$ cat src/rtl/attr_pal_pkg.sv
package attr_pal_pkg;
  localparam int DW     = 8;
  localparam int CODE_W = 4;
  localparam int PAL_W  = 6;
  localparam int NIB_W  = 4;
  localparam int ADDR_W = 5;
  localparam int EN_BIT = 5;
  localparam int NUM_PAL = 1 << CODE_W;

  localparam logic [ADDR_W-1:0] A_MODE  = 5'h10;
  localparam logic [ADDR_W-1:0] A_OVSC  = 5'h11;
  localparam logic [ADDR_W-1:0] A_PLANE = 5'h12;
  localparam logic [ADDR_W-1:0] A_PAN   = 5'h13;
  localparam logic [ADDR_W-1:0] A_CSEL  = 5'h14;

  typedef enum logic {PH_INDEX = 1'b0, PH_DATA = 1'b1} phase_e;
endpackage

$ cat src/rtl/attr_pal_seq.sv
module attr_pal_seq
  import attr_pal_pkg::*;
(
  input  logic          clk,
  input  logic          rst_n,
  input  logic          wr_en,
  input  logic [DW-1:0] wr_data,
  input  logic          rd_reset,
  output logic [DW-1:0] idx_byte,
  output logic          disp_en,
  output logic          reg_we
);
  phase_e        phase_q, phase_d, eff_phase;
  logic [DW-1:0] idx_q, idx_d;
  logic          idx_load;

  always_comb begin
    eff_phase = rd_reset ? PH_INDEX : phase_q;
    idx_load  = wr_en && (eff_phase == PH_INDEX);
    reg_we    = wr_en && (eff_phase == PH_DATA);
    phase_d   = eff_phase;
    if (wr_en) phase_d = (eff_phase == PH_INDEX) ? PH_DATA : PH_INDEX;
    idx_d     = idx_load ? wr_data : idx_q;
  end

  always_ff @(posedge clk or negedge rst_n) begin
    if (!rst_n) begin
      phase_q <= PH_INDEX;
      idx_q   <= '0;
    end else begin
      phase_q <= phase_d;
      idx_q   <= idx_d;
    end
  end

  assign idx_byte = idx_q;
  assign disp_en  = idx_q[EN_BIT];

  a_r2_strobe_alone: assert property (@(posedge clk) disable iff (!rst_n)
    (rd_reset && !wr_en) |=> (phase_q == PH_INDEX));
  a_r2_strobe_wins: assert property (@(posedge clk) disable iff (!rst_n)
    (rd_reset && wr_en) |=> (phase_q == PH_DATA && idx_q == $past(wr_data)));
  a_r3_data_returns: assert property (@(posedge clk) disable iff (!rst_n)
    (wr_en && !rd_reset && phase_q == PH_DATA) |=> (phase_q == PH_INDEX && $stable(idx_q)));
  a_r3_phase_holds: assert property (@(posedge clk) disable iff (!rst_n)
    (!wr_en && !rd_reset) |=> $stable(phase_q));
  a_r4_enable_tracks: assert property (@(posedge clk) disable iff (!rst_n)
    (wr_en && (rd_reset || phase_q == PH_INDEX)) |=> (disp_en == $past(wr_data[EN_BIT])));
endmodule

$ cat src/rtl/attr_pal_regs.sv
module attr_pal_regs
  import attr_pal_pkg::*;
(
  input  logic                            clk,
  input  logic                            rst_n,
  input  logic                            we,
  input  logic [ADDR_W-1:0]               addr,
  input  logic [DW-1:0]                   wdata,
  output logic [NUM_PAL-1:0][PAL_W-1:0]   pal_o,
  output logic [DW-1:0]                   ovsc_o,
  output logic [NIB_W-1:0]                plane_o,
  output logic [NIB_W-1:0]                csel_o,
  output logic                            wide_sel_o,
  output logic                            blink_sel_o,
  output logic [DW-1:0]                   rdata
);
  logic [NUM_PAL-1:0][PAL_W-1:0] pal_q;
  logic [DW-1:0]    mode_q, mode_d, ovsc_q, ovsc_d;
  logic [NIB_W-1:0] plane_q, plane_d, pan_q, pan_d, csel_q, csel_d;
  logic             pal_hit;

  assign pal_hit = (addr < ADDR_W'(NUM_PAL));

  generate
    for (genvar g = 0; g < NUM_PAL; g++) begin : g_entry
      logic             hit;
      logic [PAL_W-1:0] nxt;
      assign hit = we && (addr == ADDR_W'(g));
      assign nxt = hit ? wdata[PAL_W-1:0] : pal_q[g];
      always_ff @(posedge clk or negedge rst_n) begin
        if (!rst_n) pal_q[g] <= '0;
        else        pal_q[g] <= nxt;
      end
    end
  endgenerate

  always_comb begin
    mode_d  = mode_q;
    ovsc_d  = ovsc_q;
    plane_d = plane_q;
    pan_d   = pan_q;
    csel_d  = csel_q;
    if (we) begin
      case (addr)
        A_MODE:  mode_d  = wdata;
        A_OVSC:  ovsc_d  = wdata;
        A_PLANE: plane_d = wdata[NIB_W-1:0];
        A_PAN:   pan_d   = wdata[NIB_W-1:0];
        A_CSEL:  csel_d  = wdata[NIB_W-1:0];
        default: ;
      endcase
    end
  end

  always_ff @(posedge clk or negedge rst_n) begin
    if (!rst_n) begin
      mode_q  <= '0;
      ovsc_q  <= '0;
      plane_q <= '0;
      pan_q   <= '0;
      csel_q  <= '0;
    end else begin
      mode_q  <= mode_d;
      ovsc_q  <= ovsc_d;
      plane_q <= plane_d;
      pan_q   <= pan_d;
      csel_q  <= csel_d;
    end
  end

  always_comb begin
    rdata = '0;
    if (pal_hit) begin
      rdata = DW'(pal_q[addr[CODE_W-1:0]]);
    end else begin
      case (addr)
        A_MODE:  rdata = mode_q;
        A_OVSC:  rdata = ovsc_q;
        A_PLANE: rdata = DW'(plane_q);
        A_PAN:   rdata = DW'(pan_q);
        A_CSEL:  rdata = DW'(csel_q);
        default: rdata = '0;
      endcase
    end
  end

  assign pal_o       = pal_q;
  assign ovsc_o      = ovsc_q;
  assign plane_o     = plane_q;
  assign csel_o      = csel_q;
  assign wide_sel_o  = mode_q[7];
  assign blink_sel_o = mode_q[3];

  a_r5_palette_store: assert property (@(posedge clk) disable iff (!rst_n)
    (we && pal_hit) |=> (pal_q[$past(addr[CODE_W-1:0])] == $past(wdata[PAL_W-1:0])));
  a_r5_unmapped_inert: assert property (@(posedge clk) disable iff (!rst_n)
    (we && addr > A_CSEL) |=> ($stable(pal_q) && $stable(mode_q) && $stable(ovsc_q)
                               && $stable(plane_q) && $stable(pan_q) && $stable(csel_q)));
  a_r5_idle_holds: assert property (@(posedge clk) disable iff (!rst_n)
    !we |=> ($stable(pal_q) && $stable(mode_q) && $stable(csel_q)));
endmodule

$ cat src/rtl/attr_pal_lookup.sv
module attr_pal_lookup
  import attr_pal_pkg::*;
(
  input  logic [NUM_PAL-1:0][PAL_W-1:0] pal,
  input  logic [DW-1:0]                 ovsc,
  input  logic [NIB_W-1:0]              plane,
  input  logic [NIB_W-1:0]              csel,
  input  logic                          wide_sel,
  input  logic                          disp_en,
  input  logic [CODE_W-1:0]             pix_code,
  input  logic                          pix_blank,
  output logic [DW-1:0]                 pix_index
);
  logic [CODE_W-1:0] code_m;
  logic [PAL_W-1:0]  entry;
  logic [DW-1:0]     colour;

  always_comb begin
    code_m = pix_code & plane;
    entry  = pal[code_m];
    if (wide_sel) colour = {csel, entry[NIB_W-1:0]};
    else          colour = {csel[NIB_W-1:NIB_W-2], entry};
    pix_index = (!disp_en || pix_blank) ? ovsc : colour;
  end
endmodule

$ cat src/rtl/attr_palette_ctrl.sv
module attr_palette_ctrl
  import attr_pal_pkg::*;
(
  input  logic          clk,
  input  logic          rst_n,
  input  logic          wr_en,
  input  logic [7:0]    wr_data,
  input  logic          rd_reset,
  output logic [7:0]    idx_rdata,
  output logic [7:0]    reg_rdata,
  input  logic [3:0]    pix_code,
  input  logic          pix_blank,
  output logic [7:0]    pix_index,
  output logic          blink_sel
);
  logic [DW-1:0]                 idx_byte;
  logic                          disp_en, reg_we, wide_sel;
  logic [NUM_PAL-1:0][PAL_W-1:0] pal;
  logic [DW-1:0]                 ovsc;
  logic [NIB_W-1:0]              plane, csel;

  attr_pal_seq u_seq (
    .clk(clk), .rst_n(rst_n), .wr_en(wr_en), .wr_data(wr_data),
    .rd_reset(rd_reset), .idx_byte(idx_byte), .disp_en(disp_en), .reg_we(reg_we)
  );

  attr_pal_regs u_regs (
    .clk(clk), .rst_n(rst_n), .we(reg_we), .addr(idx_byte[ADDR_W-1:0]),
    .wdata(wr_data), .pal_o(pal), .ovsc_o(ovsc), .plane_o(plane), .csel_o(csel),
    .wide_sel_o(wide_sel), .blink_sel_o(blink_sel), .rdata(reg_rdata)
  );

  attr_pal_lookup u_lookup (
    .pal(pal), .ovsc(ovsc), .plane(plane), .csel(csel), .wide_sel(wide_sel),
    .disp_en(disp_en), .pix_code(pix_code), .pix_blank(pix_blank), .pix_index(pix_index)
  );

  assign idx_rdata = idx_byte;

  a_r8_overscan_shown: assert property (@(posedge clk) disable iff (!rst_n)
    (!idx_rdata[EN_BIT] || pix_blank) |-> (pix_index == ovsc));
  a_r6_wide_upper: assert property (@(posedge clk) disable iff (!rst_n)
    (idx_rdata[EN_BIT] && !pix_blank && wide_sel) |-> (pix_index[7:4] == csel));
  a_r7_narrow_upper: assert property (@(posedge clk) disable iff (!rst_n)
    (idx_rdata[EN_BIT] && !pix_blank && !wide_sel) |-> (pix_index[7:6] == csel[3:2]));
endmodule

$ cat config.mk
export PLATFORM = sky130hd
export DESIGN_NAME = attr_palette_ctrl
export DESIGN_NICKNAME = d
export VERILOG_FILES = /design/src/rtl/attr_pal_pkg.sv /design/src/rtl/attr_pal_seq.sv /design/src/rtl/attr_pal_regs.sv /design/src/rtl/attr_pal_lookup.sv /design/src/rtl/attr_palette_ctrl.sv
export SDC_FILE = /design/constraint.sdc
export NUM_CORES = 1
export LEC_CHECK = 0
export BUFFER_PORTS_ARGS = -buffer_cell sky130_fd_sc_hd__buf_2
export CORE_MARGIN = 8
export CORE_UTILIZATION = 45
export DETAILED_ROUTE_END_ITERATION = 16
export MAX_ROUTING_LAYER = met4
export PLACE_DENSITY = 0.72
export SYNTH_ARGS = -nofsm -noshare
export SYNTH_HDL_FRONTEND = slang
export SYNTH_SLANG_ARGS = --single-unit
$ cat constraint.sdc
create_clock -name clk -period 2.55 [get_ports clk]
set_clock_uncertainty 0.05 [all_clocks]
set_input_delay 0.51 -clock clk [delete_from_list [all_inputs] [get_ports clk]]
set_output_delay 0.51 -clock clk [all_outputs]
set_load 0.02 [all_outputs]
==> impl_metrics.py <==
metrics = {
    "yosys": {
        "syn_area_um2": 7150,
        "synth_edf_count": 0,
        "async_reset_ff_share_pct": 100,
        "synth_top_area_share_pct": 46.5,
        "synth_nets": 543,
        "synthCells": 524,
        "yosys_warnings": 0,
        "ys_ff_latch": 133,
        "seq_area_frac_synth_pct": 46.5,
        "yosysTopAreaCell": "dfrtp_1",
        "synth_area_leaders": "dfrtp_1 47%, mux2_2 21%, mux4_2 12%",
        "ys.flop_type": "dfrtp_1",
        "ys_types": 47,
        "synth_area_per_cell_um2": 13.7,
    },
    "clock_tree": {
        "cts_tree": "yes",
        "clk_path_buf_depth": 2,
        "numClockSinks": 133,
        "root_buffer": "clkbuf_16",
        "path_clk_slew_ns": 0.05,
        "h-tree-depth": 4,
        "cts_buffers": 17,
        "clkLatencyLatePin_ns": 0.41,
    },
    "detailed_routing": {
        "drtPass1Iterations": 5,
        "wire_per_inst_um": 25.1,
        "drc": 0,
        "wl_mm": 21.2,
        "viasPerCell": 6.26,
        "drtIter0Drc": 467,
        "drt.antenna.violating_nets": 0,
        "via_count": 5271,
    },
    "grt": {
        "overflow": 0,
        "grt.total_usage_pct": 21.8,
        "grt_pass1_wl_mm": 32.4,
        "grt_max_degree": 50,
        "antenna_found_initial": 0,
        "grt_pass1_vias": 5598,
    },
    "critical_path": {
        "rr_endpoint": "u_regs.pal_o[58]",
        "cp_slowest_cell": "dfrtp_2",
        "critPathLaunchType": "flop",
        "crit_path_end_kind": "primary output",
        "slowest_delay_ns": 0.46,
        "reg2reg_depth": 9,
        "rrSetupSlack_ns": 0.26,
        "worstPathArrival_ns": 2.32,
        "criticalPathCategory": "reg2out",
        "path_buf_inv": 3,
        "worstPathMaxFanout": 7,
        "cp_cell_sequence": "buf_6 -> a21boi_1 -> o2111ai_2 -> o2111ai_2 -> a211oi_2 -> buf_4 -> o311ai_2 -> buf_4",
        "critical-path-top-delay-family": "compound AO/OA/AOI/OAI gates",
        "required_ns": 1.99,
        "rr_startpoint": "u_seq.idx_byte[0]",
    },
    "min_path": {
        "hold_class": "in2async",
    },
    "sta": {
        "setup_slack_ns": -0.334,
        "max_slew_margin_pct": 56.2,
        "hold_violations": 0,
        "hold_ws_ns": 0.0372,
        "finalMaxSlewViolations": 0,
        "finalSetupViolations": 13,
        "worstMarginPinSlew_ns": 0.655,
        "setup_tns_ns": -2.98,
        "fmax_ghz": 0.347,
        "rsz0062_at_grt": "yes",
        "fin_crit_ns": 2.88,
        "finalCritPeriodShare_pct": 113,
    },
    "power": {
        "power.density_nw_per_um2": 799,
        "ir_drop_uv": 462,
        "power_leakage_nw": 4.12,
        "p_total_mw": 7.25,
    },
    "final_layout": {
        "syn_to_final_growth_pct": 26.7,
        "multi_input_area_um2": 3900,
        "final_common_cell": "mux2_2",
        "seqCellArea_um2": 3330,
        "n_antenna_cell": 0,
        "drive_gt1_share_pct": 59.4,
        "final_nets": 632,
        "final.fill_count": 1199,
        "final_cell_mix": "133 x mux2_2, 128 x dfrtp_1, 51 x buf_4",
    },
    "run_status": {
        "outcome": "finished with violations",
        "violations": "negative setup slack",
    },
    "die": {
        "rows": 46,
        "initial_core_util_pct": 45.5,
        "ios": 42,
        "core-area_um2": 15700,
        "die_y_um": 142,
        "die_w_um": 142,
        "die-area_um2": 20200,
    },
    "flow_run": {
        "cap_violations": 0,
    },
    "placement": {
        "numPortBuffers": 41,
        "dp_hpwl_mm": 13.8,
        "place_congestion": 0.970,
    },
}
## where the power goes
group	switching (mW)	internal, mW
sequential	0.395	2.53
clock	0.850	1.34
combinational	0.981	1.15
total	2.23	5.02
## what timing repair did
item,4_1_cts,5_1_grt
resized for setup,57,56
cloned,4,0
hold buffers,0,0
buffers inserted,15,6
setup endpoints to repair,14,14
pin swaps,15,22
## how the worst max path moves through the flow
stage | startpoint | to | cells after the start
after floorplan | u_seq.idx_byte[0] | reg_rdata[0] | 7
after global placement | pix_code[1] | pix_index[4] | 7
after detailed placement | pix_code[1] | pix_index[4] | 7
after CTS | u_seq.idx_byte[1] | reg_rdata[1] | 7
after global routing | u_regs.plane_o[0] | pix_index[4] | 8
final | u_regs.plane_o[0] | pix_index[4] | 8
## layout make-up
class | count | share of cell area, %
Inverter | 2 | 0.0828
Sequential cell | 133 | 36.8
Multi-Input combinational cell | 350 | 43.0
Tap cell | 216 | 2.98
Timing Repair Buffer | 109 | 11.3
Clock buffer | 28 | 5.59
Clock inverter | 4 | 0.221
## flip-flops by register name, summed over array words and instances, names as in the netlist
register and count:
u_regs.pal_o 96, u_regs.mode_q 8, u_regs.ovsc_o 8, u_seq.idx_byte 8
u_regs.csel_o 4, u_regs.pan_q 4, u_regs.plane_o 4, u_seq.phase_q 1
## metal layers
metal	share of wire [%]	routed length, µm	vias to the layer above	GRT usage [%]
met5	0	0	-	-
li1	-	-	2189	-
met2	49	10500	264	33.7
met1	40	8550	2761	26.3
met3	7.3	1560	57	6.41
met4	2.9	607	0	8.99
## synthesized netlist by cell type (3+ instances only)
library cell and instances:
nand2b_1 5, and3_1 8, a211oi_1 4, mux2i_1 30
a21oi_1 8, o22ai_1 4, mux4_2 39, o21ai_0 6
buf_2 12, o221ai_1 4, nand3_1 5, nand2_1 29
mux2_2 133, buf_4 5, o2111ai_1 6, clkbuf_1 18
o211ai_1 3, a21boi_0 6, a22oi_1 10, nor2_1 14
nor2b_1 6, dfrtp_1 133
## worst register-to-register path, cell delays in order, from the launching register on
cell and delay [ns]:
dfrtp_2 0.41, buf_12 0.14, buf_16 0.12, nand2b_4 0.06
buf_4 0.13, buf_4 0.12, buf_4 0.13, nor2_1 0.22
nand2_1 0.37, mux2_2 0.40
## per-stage QoR
step | setup WS (ns) | util, % | area, µm² | instances
detailed placement | -0.176 | 50.0 | 7850 | 787
floorplan | 0.138 | - | 7150 | 524
finish | -0.334 | 57.7 | 9070 | 842
global placement | -0.0776 | 50.0 | 7850 | 787
CTS | -0.251 | 55.8 | 8770 | 836
global route | -0.383 | 57.7 | 9070 | 842
## cells by family after synthesis
kind of cell / Yosys count / synth area share [%]
mux: 202 / 37.4
fa+ha+maj: 2 / 0.350
buf+inv: 41 / 2.83
flops: 133 / 46.5
simple gates: 88 / 7.03
compound gates: 58 / 5.86
No activity file was read; power rests on OpenSTA's default activity.
